**src/rtl/ddr_init_seq.sv**
```systemverilog
module ddr_init_seq #(
  parameter int ADDR_W  = 13,
  parameter int PWR_CYC = 40000,
  parameter int CMD_GAP = 4,
  parameter int DLL_CYC = 200
) (
  input  logic              clk,
  input  logic              rst_n,
  input  logic              cfg_wr,
  input  logic [7:0]        cfg_data,
  input  logic              usr_req,
  output logic              usr_grant,
  output logic              usr_reject,
  output logic              init_ready,
  output logic              mem_cke,
  output logic              mem_ras_n,
  output logic              mem_cas_n,
  output logic              mem_we_n,
  output logic [1:0]        mem_ba,
  output logic [ADDR_W-1:0] mem_addr
);
  localparam int MAX_AB = (PWR_CYC > DLL_CYC) ? PWR_CYC : DLL_CYC;
  localparam int MAX_C  = (MAX_AB > CMD_GAP) ? MAX_AB : CMD_GAP;
  localparam int CW     = $clog2(MAX_C + 1);

  typedef enum logic [2:0] {S_IDLE, S_PWR, S_SEQ, S_DLL, S_RDY} st_t;

  st_t           st;
  logic [CW-1:0] cnt;
  logic [2:0]    step;
  logic [3:0]    bl_r;
  logic [2:0]    cas_r;
  logic [2:0]    bl_code, cas_code;
  logic          slot;

  always_ff @(posedge clk) begin
    if (!rst_n) begin
      st    <= S_IDLE;
      cnt   <= '0;
      step  <= '0;
      bl_r  <= 4'd8;
      cas_r <= 3'd6;
    end else begin
      case (st)
        S_IDLE: if (cfg_wr) begin
          bl_r  <= cfg_data[3:0];
          cas_r <= cfg_data[6:4];
          cnt   <= '0;
          if (cfg_data[7]) st <= S_PWR;
        end
        S_PWR: if (cnt == CW'(PWR_CYC - 1)) begin
          st   <= S_SEQ;
          cnt  <= '0;
          step <= '0;
        end else cnt <= cnt + 1'b1;
        S_SEQ: if (cnt == CW'(CMD_GAP - 1)) begin
          cnt <= '0;
          if (step == 3'd7) st <= S_DLL;
          else step <= step + 1'b1;
        end else cnt <= cnt + 1'b1;
        S_DLL: if (cnt == CW'(DLL_CYC - 1)) st <= S_RDY;
               else cnt <= cnt + 1'b1;
        default: st <= S_RDY;
      endcase
    end
  end

  always_comb begin
    case (bl_r)
      4'd2:    bl_code = 3'b001;
      4'd4:    bl_code = 3'b010;
      default: bl_code = 3'b011;
    endcase
    case (cas_r)
      3'd3:    cas_code = 3'b101;
      3'd4:    cas_code = 3'b010;
      3'd5:    cas_code = 3'b110;
      default: cas_code = 3'b011;
    endcase
  end

  assign slot = (st == S_SEQ) && (cnt == '0);

  always_comb begin
    {mem_ras_n, mem_cas_n, mem_we_n} = 3'b111;
    mem_ba   = 2'b00;
    mem_addr = '0;
    if (slot) begin
      case (step)
        3'd1, 3'd4: begin
          {mem_ras_n, mem_cas_n, mem_we_n} = 3'b010;
          mem_addr[10] = 1'b1;
        end
        3'd2: begin
          {mem_ras_n, mem_cas_n, mem_we_n} = 3'b000;
          mem_ba = 2'b01;
        end
        3'd3, 3'd7: begin
          {mem_ras_n, mem_cas_n, mem_we_n} = 3'b000;
          mem_addr[2:0] = bl_code;
          mem_addr[6:4] = cas_code;
          mem_addr[8]   = (step == 3'd3);
        end
        3'd5, 3'd6: {mem_ras_n, mem_cas_n, mem_we_n} = 3'b001;
        default: ;
      endcase
    end
  end

  assign mem_cke    = (st == S_SEQ) || (st == S_DLL) || (st == S_RDY);
  assign init_ready = (st == S_RDY);
  assign usr_grant  = usr_req && init_ready;
  assign usr_reject = usr_req && !init_ready;
endmodule

```
**config.mk**
```make
export PLATFORM = sky130hd
export DESIGN_NAME = ddr_init_seq
export DESIGN_NICKNAME = d
export VERILOG_FILES = /design/src/rtl/ddr_init_seq.sv
export SDC_FILE = /design/constraint.sdc
export NUM_CORES = 1
export LEC_CHECK = 0
export ABC_AREA = 1
export ABC_CLOCK_PERIOD_IN_PS = 3600
export CORE_ASPECT_RATIO = 1.25
export CORE_MARGIN = 4
export CORE_UTILIZATION = 45
export DETAILED_ROUTE_END_ITERATION = 8
export PLACE_DENSITY_LB_ADDON = 0.1
export SLEW_MARGIN = 10
export SYNTH_ARGS = -nofsm -noshare
export SYNTH_HDL_FRONTEND = slang
export SYNTH_SLANG_ARGS = --single-unit
export TNS_END_PERCENT = 20
```
**constraint.sdc**
```tcl
create_clock -name clk -period 3.6 [get_ports clk]
set_input_delay 0.72 -clock clk [delete_from_list [all_inputs] [get_ports clk]]
set_output_delay 0.72 -clock clk [all_outputs]
set_load 0.01 [all_outputs]
```
==> results by group <==
Outcome
  • Result of the run: finished, final reports clean

Worst setup path
  • FF-to-FF path depth: 10
  • RR Endpoint: cnt[6]$_SDFFE_PN0P_
  • Class of the most critical setup path: reg -> out
  • R2r startpoint: cnt[0]$_SDFFE_PN0P_
  • Flop-to-flop setup slack: roughly 1600 ps
  • CP required: 2880 ps
  • Sort of element at the start of the critical path: flip-flop
  • Endpoint arrival time on the critical path: 2260 ps
  • Setup crit end kind: output pin
  • Worst-path maximum fanout: 5

Run
  • Total of max-cap violations: 0

STA
  • Final Hold Slack: 476 ps
  • Number of failing setup endpoints in the final timing report: 0
  • Peak clock frequency supported by timing: 335 MHz
  • Setup TNS Final: 0 ps
  • Number of max-slew violations in the final report: 0
  • Setup repair after global routing missed its margin: false
  • Clk_skew: 8.80 ps
  • Relative slew margins: 0.529
  • Worst-margin pin slew: 704 ps
  • Fin crit period: 2980 ps
  • Fraction of the cycle the final worst path needs: 0.828
  • Number of hold violations in the final report: 0

Pwr
  • Static leakage: about 1.1 nW
  • Peak VDD IR: around 0.33 mV
  • P per Cell Area: between 400 and 500 nW/µm²

Layout
  • Diode count: 0
  • Number of nets at the end of the flow: 405
  • Final standard cell count with taps included and fillers excluded: about 450
  • Layout overhead on the synthesized area: 17.2%
  • Fill cell instance count of the final layout: 503
  • Share of final-layout standard cells stronger than drive strength 1: 0.0935

Routing
  • First-iteration detailed-routing DRC count: 109
  • DR pass1 iterations: 4
  • Via count: 2,220
  • Antenna-violating nets left: 0
  • Final routed wire length divided by cell count: 12.5 µm
  • Wire length after detailed routing: 5580 µm
  • Count of unresolved DRC violations after routing: 0
  • Via density: between 4 and 5

Synthesis
  • Top area cells in the synthesized netlist: dfxtp_1 26%, nand2_1 14%, nor2_1 11%
  • Yosys synthesis warning count: 0
  • Syn Std Cell Area: 2240 µm²
  • Async set or reset register ratio after synthesis: 0
  • Area share of the leading cell type in the synthesized netlist: 0.259
  • Most used standard cell by instance count after synthesis: nand2_1
  • Top post-synthesis cells by count: 86 x nand2_1, 64 x nor2_1, 45 x inv_1, 29 x dfxtp_1, 25 x nand3_1
  • Number of synthesized flops with an enable pin: 0
  • Synth cell types: 35
  • Most used flip-flop cell after synthesis: dfxtp_1
  • Post-synthesis register bit count: 29
  • Average instance area after synthesis: 6.26 µm²
  • Sequential fraction of the synthesis area: 0.259
  • Synth Instances: between 300 and 400
  • Cell taking the most area after synthesis: dfxtp_1

CTS
  • Largest buffer count on any clock path: 2
  • Number of buffers inserted during clock tree synthesis: 5
  • Clk_lat worst skew: 290 ps
  • Root Buffer: clkbuf_8
  • TritonCTS clock tree: done
  • Clock transition at the register clock pins on the worst setup and hold paths after CTS: 70 ps
  • Post-CTS repair timing setup buffer count: 0
  • Resize count post-CTS: 0
  • # clock sinks: 29
  • H-tree depth reported by CTS: 2
  • Total of hold buffers inserted after clock tree synthesis: 0

GRT
  • Antenna violations before repair: 0
  • Residual overflow from global routing: 0
  • Number of global-route vias before repair: 2,112
  • Global-route wire length before repair: 9520 µm
  • Largest net degree at the start of global routing: 18
  • Total global-route track usage: 0.192

Floorplanning
  • Die boundary width: 71.1 µm
  • Die Outline Area: 6180 µm²
  • Y dimension of the die: 86.9 µm
  • Number of top-level pins: 34
  • Starting utilization of the core area: 0.470
  • Placeable core area: 4760 µm²
  • Count of standard-cell rows: 28

Worst hold path
  • Critical hold path startpoint: bl_r[2]$_SDFFE_PN0P_
  • Hold Path Class: reg -> reg
  • Worst Hold Path Cells: 2
  • Worst hold endpoint: bl_r[2]$_SDFFE_PN0P_

Place
  • Number of instances in the placed design: ~440
  • Quantity of I/O buffers inserted on ports: 26
  • Routability congestion estimate: 0.898
  • Detailed-placement wirelength estimate: 4250 µm
-- kinds of logic (layout without fill, tap and decap cells) --
kind of cell               after synthesis  after routing  share of synthesized area
xor gates and xnor gates                 4              4                     0.0156
DFF                                     29             29                      0.259
adders and majority gates                9              9                     0.0503
other                                    1              7                    0.00167
and+or+nand+nor                        211            211                      0.429
buffers and inverters                   63             84                      0.128
AOI/OAI and AO/OA                       41             41                      0.116
-- critical path: stages (launching register included) --
cell	delay, ps
dfxtp_1	350
nor2_1	150
nand2_1	110
nor2_4	190
nand4_1	220
inv_1	170
nand2_2	120
a21oi_1	130
clkdlybuf4s50_1	540
-- cell usage in the layout, fill, tap and decap left out, types with 5 or more instances in the layout --
master	count
nand2_1	86
nor2_1	64
inv_1	45
dfxtp_1	29
clkdlybuf4s50_1	26
nand3_1	25
a21oi_1	14
nand4_1	10
o21ai_0	9
ha_1	9
nand2_2	8
o211ai_1	7
conb_1	7
clkbuf_8	6
nor3_1	5
-- cell type report --
| type | count | area, µm² | share of cell area |
|---|---|---|---|
| multi-input cells | 272 | 1400 | 0.532 |
| flip-flops and latches | 29 | 581 | 0.221 |
| repair buffers | 27 | 268 | 0.102 |
| inverters | 49 | 185 | 0.0706 |
| clock buffers | 6 | 82.6 | 0.0315 |
| well taps | 60 | 75.1 | 0.0286 |
| clock inverters | 2 | 37.5 | 0.0143 |
-- stage by stage --
| step | instance area, µm² | power (mW) | util | setup WS [ps] |
|---|---|---|---|---|
| after global placement | 2500 | 0.881 | 0.525 | 977 |
| after detailed placement | 2500 | 0.884 | 0.525 | 934 |
| after floorplan | 2260 | 0.771 | - | 1580 |
| after global routing | 2620 | 1.33 | 0.551 | 442 |
| final | 2620 | 1.24 | 0.551 | 618 |
| after CTS | 2620 | 1.25 | 0.551 | 613 |
-- metal layers --
metal / part of all wire / vias to the layer above / track usage
met5: 0 / - / 0
met4: 0.011 / 0 / 0.0615
met3: 0.030 / 6 / 0.0346
met2: 0.51 / 29 / 0.346
met1: 0.45 / 1005 / 0.228
li1: - / 1180 / -
-- state kept, by name (all words and copies together), names as in the netlist --
register,cells
st,3
cnt,16
bl_r,4
cas_r,3
step,3
-- where the power goes --
part | internal (mW) | switching (mW)
logic | 0.152 | 0.305
registers | 0.370 | 0.0506
clock network | 0.225 | 0.136
total | 0.746 | 0.491
-- worst max path at each step --
stage	slack (ps)	cells after the start	end	start
floorplan	1580	7	mem_addr[5]	cnt[8]$_SDFFE_PN0P_
global placement	980	8	mem_addr[5]	cnt[8]$_SDFFE_PN0P_
detailed placement	930	8	mem_addr[5]	cnt[13]$_SDFFE_PN0P_
CTS	610	8	mem_addr[5]	cnt[13]$_SDFFE_PN0P_
global route	440	8	mem_addr[5]	cnt[9]$_SDFFE_PN0P_
finish	620	8	mem_addr[5]	cnt[8]$_SDFFE_PN0P_
(Power assumes the default switching activity.)
